**config.mk**
```make
export PLATFORM = sky130hd
export DESIGN_NAME = frame_start_trigger
export DESIGN_NICKNAME = d
export VERILOG_FILES = /design/src/rtl/frame_start_trigger.sv
export SDC_FILE = /design/constraint.sdc
export NUM_CORES = 1
export LEC_CHECK = 0
export BUFFER_PORTS_ARGS = -buffer_cell sky130_fd_sc_hd__buf_4
export CAP_MARGIN = 20
export CORE_MARGIN = 1.5
export CORE_UTILIZATION = 55
export CTS_CLUSTER_SIZE = 28
export DETAILED_ROUTE_END_ITERATION = 6
export HOLD_SLACK_MARGIN = 0.08
export PLACE_DENSITY = 0.83
export SYNTH_ARGS = -nofsm -noshare
export SYNTH_HDL_FRONTEND = slang
export SYNTH_SLANG_ARGS = --single-unit
```
**constraint.sdc**
```tcl
create_clock -name clk -period 5.56 [get_ports clk]
set_clock_uncertainty 0.1 [all_clocks]
set_input_delay 0.556 -clock clk [delete_from_list [all_inputs] [get_ports clk]]
set_output_delay 0.556 -clock clk [all_outputs]
set_load 0.02 [all_outputs]
```
**src/rtl/frame_start_trigger.sv**
```systemverilog
module frame_start_trigger #(
  parameter int DLY_W   = 8,
  parameter bit RX_SIDE = 1'b1
) (
  input  logic             clk,
  input  logic             rst_n,
  input  logic             enable,
  input  logic             bit_en,
  input  logic             sync_in,
  input  logic             peer_start,
  input  logic             cmp0_hit,
  input  logic             cmp1_hit,
  input  logic             frame_end,
  input  logic [3:0]       start_sel,
  input  logic [DLY_W-1:0] start_delay,
  input  logic [1:0]       gate_sel,
  input  logic             stop_on_cmp1,
  output logic             start_pulse,
  output logic             clk_gate,
  output logic             sync_seen
);
  localparam logic [DLY_W-1:0] ONE = DLY_W'(1);

  logic [DLY_W-1:0] cnt;
  logic busy, prev_s, first, locked;
  logic cond, pin_mode, take;

  always_comb begin
    cond = 1'b0;
    pin_mode = 1'b0;
    case (start_sel)
      4'd0: cond = first | frame_end;
      4'd1: cond = peer_start;
      4'd2: begin cond = !sync_in;           pin_mode = 1'b1; end
      4'd3: begin cond = sync_in;            pin_mode = 1'b1; end
      4'd4: begin cond = prev_s & !sync_in;  pin_mode = 1'b1; end
      4'd5: begin cond = !prev_s & sync_in;  pin_mode = 1'b1; end
      4'd6, 4'd7: begin cond = prev_s ^ sync_in; pin_mode = 1'b1; end
      4'd8: cond = RX_SIDE & cmp0_hit & !locked;
      default: cond = 1'b0;
    endcase
  end

  assign take = enable & bit_en & !busy & cond;

  always_comb begin
    case (gate_sel)
      2'd0: clk_gate = 1'b1;
      2'd1: clk_gate = !sync_in;
      2'd2: clk_gate = sync_in;
      default: clk_gate = 1'b0;
    endcase
  end

  always_ff @(posedge clk or negedge rst_n) begin
    if (!rst_n) begin
      cnt <= '0; busy <= 1'b0; prev_s <= 1'b0; first <= 1'b1;
      locked <= 1'b0; start_pulse <= 1'b0; sync_seen <= 1'b0;
    end else if (!enable) begin
      cnt <= '0; busy <= 1'b0; prev_s <= 1'b0; first <= 1'b1;
      locked <= 1'b0; start_pulse <= 1'b0; sync_seen <= 1'b0;
    end else begin
      start_pulse <= 1'b0;
      if (bit_en) prev_s <= sync_in;
      if (bit_en && pin_mode && cond) sync_seen <= 1'b1;
      if (bit_en && stop_on_cmp1 && cmp1_hit) locked <= 1'b0;
      if (take) begin
        if (start_sel == 4'd0) first <= 1'b0;
        if (start_sel == 4'd8) locked <= 1'b1;
        if (start_delay == '0) start_pulse <= 1'b1;
        else begin
          busy <= 1'b1;
          cnt  <= start_delay;
        end
      end else if (busy && bit_en) begin
        cnt <= cnt - ONE;
        if (cnt == ONE) begin
          busy <= 1'b0;
          start_pulse <= 1'b1;
        end
      end
    end
  end


  pulse_on_bit_en_chk: assert property (@(posedge clk) disable iff (!rst_n)
    start_pulse |-> $past(bit_en));

  cnt_hold_chk: assert property (@(posedge clk) disable iff (!rst_n)
    (enable && busy && !bit_en) |=> $stable(cnt));

  off_clear_chk: assert property (@(posedge clk) disable iff (!rst_n)
    !enable |=> (!start_pulse && !busy && !sync_seen));

  seen_hold_chk: assert property (@(posedge clk) disable iff (!rst_n)
    (enable && sync_seen) |=> sync_seen);

  reserved_chk: assert property (@(posedge clk) disable iff (!rst_n)
    (start_sel > 4'd8 && !busy) |=> !start_pulse);

  busy_keep_chk: assert property (@(posedge clk) disable iff (!rst_n)
    (enable && busy && !(bit_en && cnt == ONE)) |=> busy);

  gate_off_chk: assert property (@(posedge clk) disable iff (!rst_n)
    (gate_sel == 2'd3) |-> !clk_gate);
endmodule

```
==> results.py <==
metrics = {
    "outcome": {
        "outcome": "finished clean",
    },
    "worst_setup_path": {
        "worstPathRequired_ns": 5.59,
        "r2r-start": "locked",
        "worstPathArrival_ns": 2.64,
        "startpoint_type": "input pin",
        "critPathLaunch": "start_sel[1]",
        "crit_fanout": 13,
        "endpoint_kind": "register",
        "crit_type": "input pin to register",
    },
    "logic_synthesis": {
        "synth_nets": 138,
        "ys_types": 42,
        "syn_avg_cell_area_um2": 9.44,
        "synth_edf_count": 0,
        "yosys.area.top_type": "dfrtp_1",
        "synthCells": 110,
        "ys_warn_count": 0,
        "synthXorXnorAreaFrac_pct": 0.843,
        "async_reset_ff_share_pct": 100,
        "yosysTopAreaCellShare_pct": 31.3,
        "muxShareOfSynthArea_pct": 9.76,
        "syn_area_mm2": 0.00104,
        "synthAdderAreaFrac_pct": 4.82,
        "synth_area_leaders": "dfrtp_1 (31%), mux2i_1 (8.7%), ha_1 (4.8%)",
        "synth_flop_cell": "dfrtp_1",
        "synth_simple_gate_area_share_pct": 22.8,
        "synth_top_family_by_area": "simple AND/OR/NAND/NOR gates",
        "synth_compound_area_share_pct": 21.9,
        "synth.yosys.seq_area_share_pct": 33.9,
        "synth-seq-cells": 14,
    },
    "cells_and_area": {
        "n_antenna_cell": 0,
        "drive_gt1_share_pct": 29.9,
        "finish.net_count": 166,
        "postLayoutCellArea_mm2": 0.00129,
        "final_common_cell": "buf_4",
        "mostFrequentLayoutCells": "buf_4 (26), dfrtp_1 (13), nand2_1 (11)",
        "syn_to_final_growth_pct": 23.9,
        "final_core_util_pct": 73.7,
        "fin_cells": 162,
    },
    "timing": {
        "slew_headroom_pct": 42.7,
        "hold_slack_ns": 0.388,
        "period_needed_ns": 2.61,
        "fmax_mhz": 383,
        "setup_viol": 0,
        "min_period_over_period_pct": 46.9,
        "finalMaxSlewViolations": 0,
        "hold_viol": 0,
        "worstMarginPinSlew_ns": 0.850,
        "fin_tns_setup_ns": 0,
        "rsz0062_at_grt": "no",
    },
    "global_route": {
        "grt_max_degree": 15,
        "first_global_vias": 897,
        "grtUsageTotal_pct": 25.0,
        "antenna_found_initial": 0,
        "grt_pass1_wl_um": 3800,
        "gr-total-overflow": 0,
    },
    "floorplan": {
        "die_h_um": 46.5,
        "die_w_um": 46.5,
        "dieArea_mm2": 0.00216,
        "core-area_mm2": 0.00175,
        "start_util_pct": 59.5,
        "io_pins": 27,
        "num_rows": 15,
    },
    "power": {
        "power_density_mw_per_mm2": 277,
        "leakagePower_nw": 0.567,
        "ir_drop_uv": 239,
    },
    "route": {
        "wl_per_cell_um": 14.6,
        "ant_nets": 0,
        "drc_errors": 0,
        "first_pass_iters": 4,
        "vias": 934,
        "drt_iter0_markers": 31,
        "viasPerCell": 5.77,
        "wl_um": 2360,
    },
    "clock_tree": {
        "clock-sinks": 14,
        "cts-htree-levels": 1,
        "clk_path_buf_depth": 2,
        "cts_inserted_buffers": 3,
        "cts_resized": 0,
        "path_clk_slew_ns": 0.09,
        "clockRootBuffer": "clkbuf_4",
        "clk_latency_ns": 0.28,
        "post_cts_buffers": 0,
        "cts_tree": "built",
    },
    "min_path": {
        "hp-start": "first",
        "hp-class": "register to register",
    },
    "placed_design": {
        "dp_cells": 157,
        "postPlaceCellArea_mm2": 0.00124,
        "dpl.hpwl_um": 1810,
        "gp_congestion": 0.864,
        "io_buffers": 26,
    },
    "run": {
        "cap_violations": 0,
    },
}
==> critical path, cell delays in order <==
cell and delay [ns]:
buf_4 0.13, or3_4 0.40, a2111oi_4 0.34, a211oi_2 0.13, nor3b_4 0.60, mux2i_1 0.31
o221ai_1 0.17
==> registers in the layout, summed over array words and instances (netlist names) <==
signal / flops
prev_s: 1
cnt: 8
locked: 1
sync_seen: 1
start_pulse: 1
first: 1
busy: 1
==> Yosys cell counts, drive strengths merged (2+ instances only) <==
library cell / count
o21bai: 2
nor4: 2
mux2i: 9
nand3: 2
clkbuf: 3
nor3b: 3
nor3: 5
or4: 2
nand2: 11
nor2b: 2
o2bb2ai: 2
ha: 4
inv: 10
o21ai: 4
nand2b: 3
nor2: 8
dfrtp: 13
o221ai: 4
==> routing by layer <==
layer	routed length, µm	share of wire, %	up-vias	track usage, %
met5	0	0	-	0
met4	65	2.8	0	16.6
met3	135	5.7	8	5.10
met2	1200	51	33	41.9
met1	957	41	435	28.4
li1	-	-	458	-
==> where the power goes <==
part	internal, W	leakage (nW)	switching [W]
logic	0.0000613	0.363	0.0000730
clock network	0.0000399	0.0210	0.0000347
registers	0.000122	0.184	0.0000255
total	0.000224	0.567	0.000133
==> layout make-up <==
class,instances,area [µm²]
Clock buffer,4,36.3
Fill cell,148,459
Inverter,10,37.5
Multi-Input combinational cell,82,624
Sequential cell,14,352
Tap cell,25,31.3
Timing Repair Buffer,27,205
==> what timing repair did <==
| item | CTS | global route |
|---|---|---|
| hold endpoints to repair | 13 | 0 |
| endpoints found under the setup margin | 0 | 0 |
| hold buffers | 1 | 0 |
==> per-stage QoR <==
stage	total power, W	worst slack [ns]
finish	0.000357	2.95
global route	0.000380	2.82
CTS	0.000358	2.96
detailed placement	0.000281	2.71
global placement	0.000271	2.79
floorplan	0.000236	3.15
==> cells by family after synthesis <==
| logic type | after synthesis |
|---|---|
| xor gates and xnor gates | 1 |
| adders and majority gates | 4 |
| DFF | 14 |
| and+or+nand+nor | 42 |
| buffers and inverters | 14 |
| muxes | 10 |
| AOI/OAI and AO/OA | 25 |
==> path summary, 6_finish.rpt <==
check	depth (start not counted)	slack (ns)	end
setup reg to reg	6	3.03	cnt[7]
min in group asynchronous	2	0.54	cnt[0]
setup / recovery	7	2.95	cnt[7]
hold / removal	2	0.39	first
hold reg to reg	2	0.39	first
max in group asynchronous	2	4.58	first
Note: power is estimated with default switching activity, not from simulation.
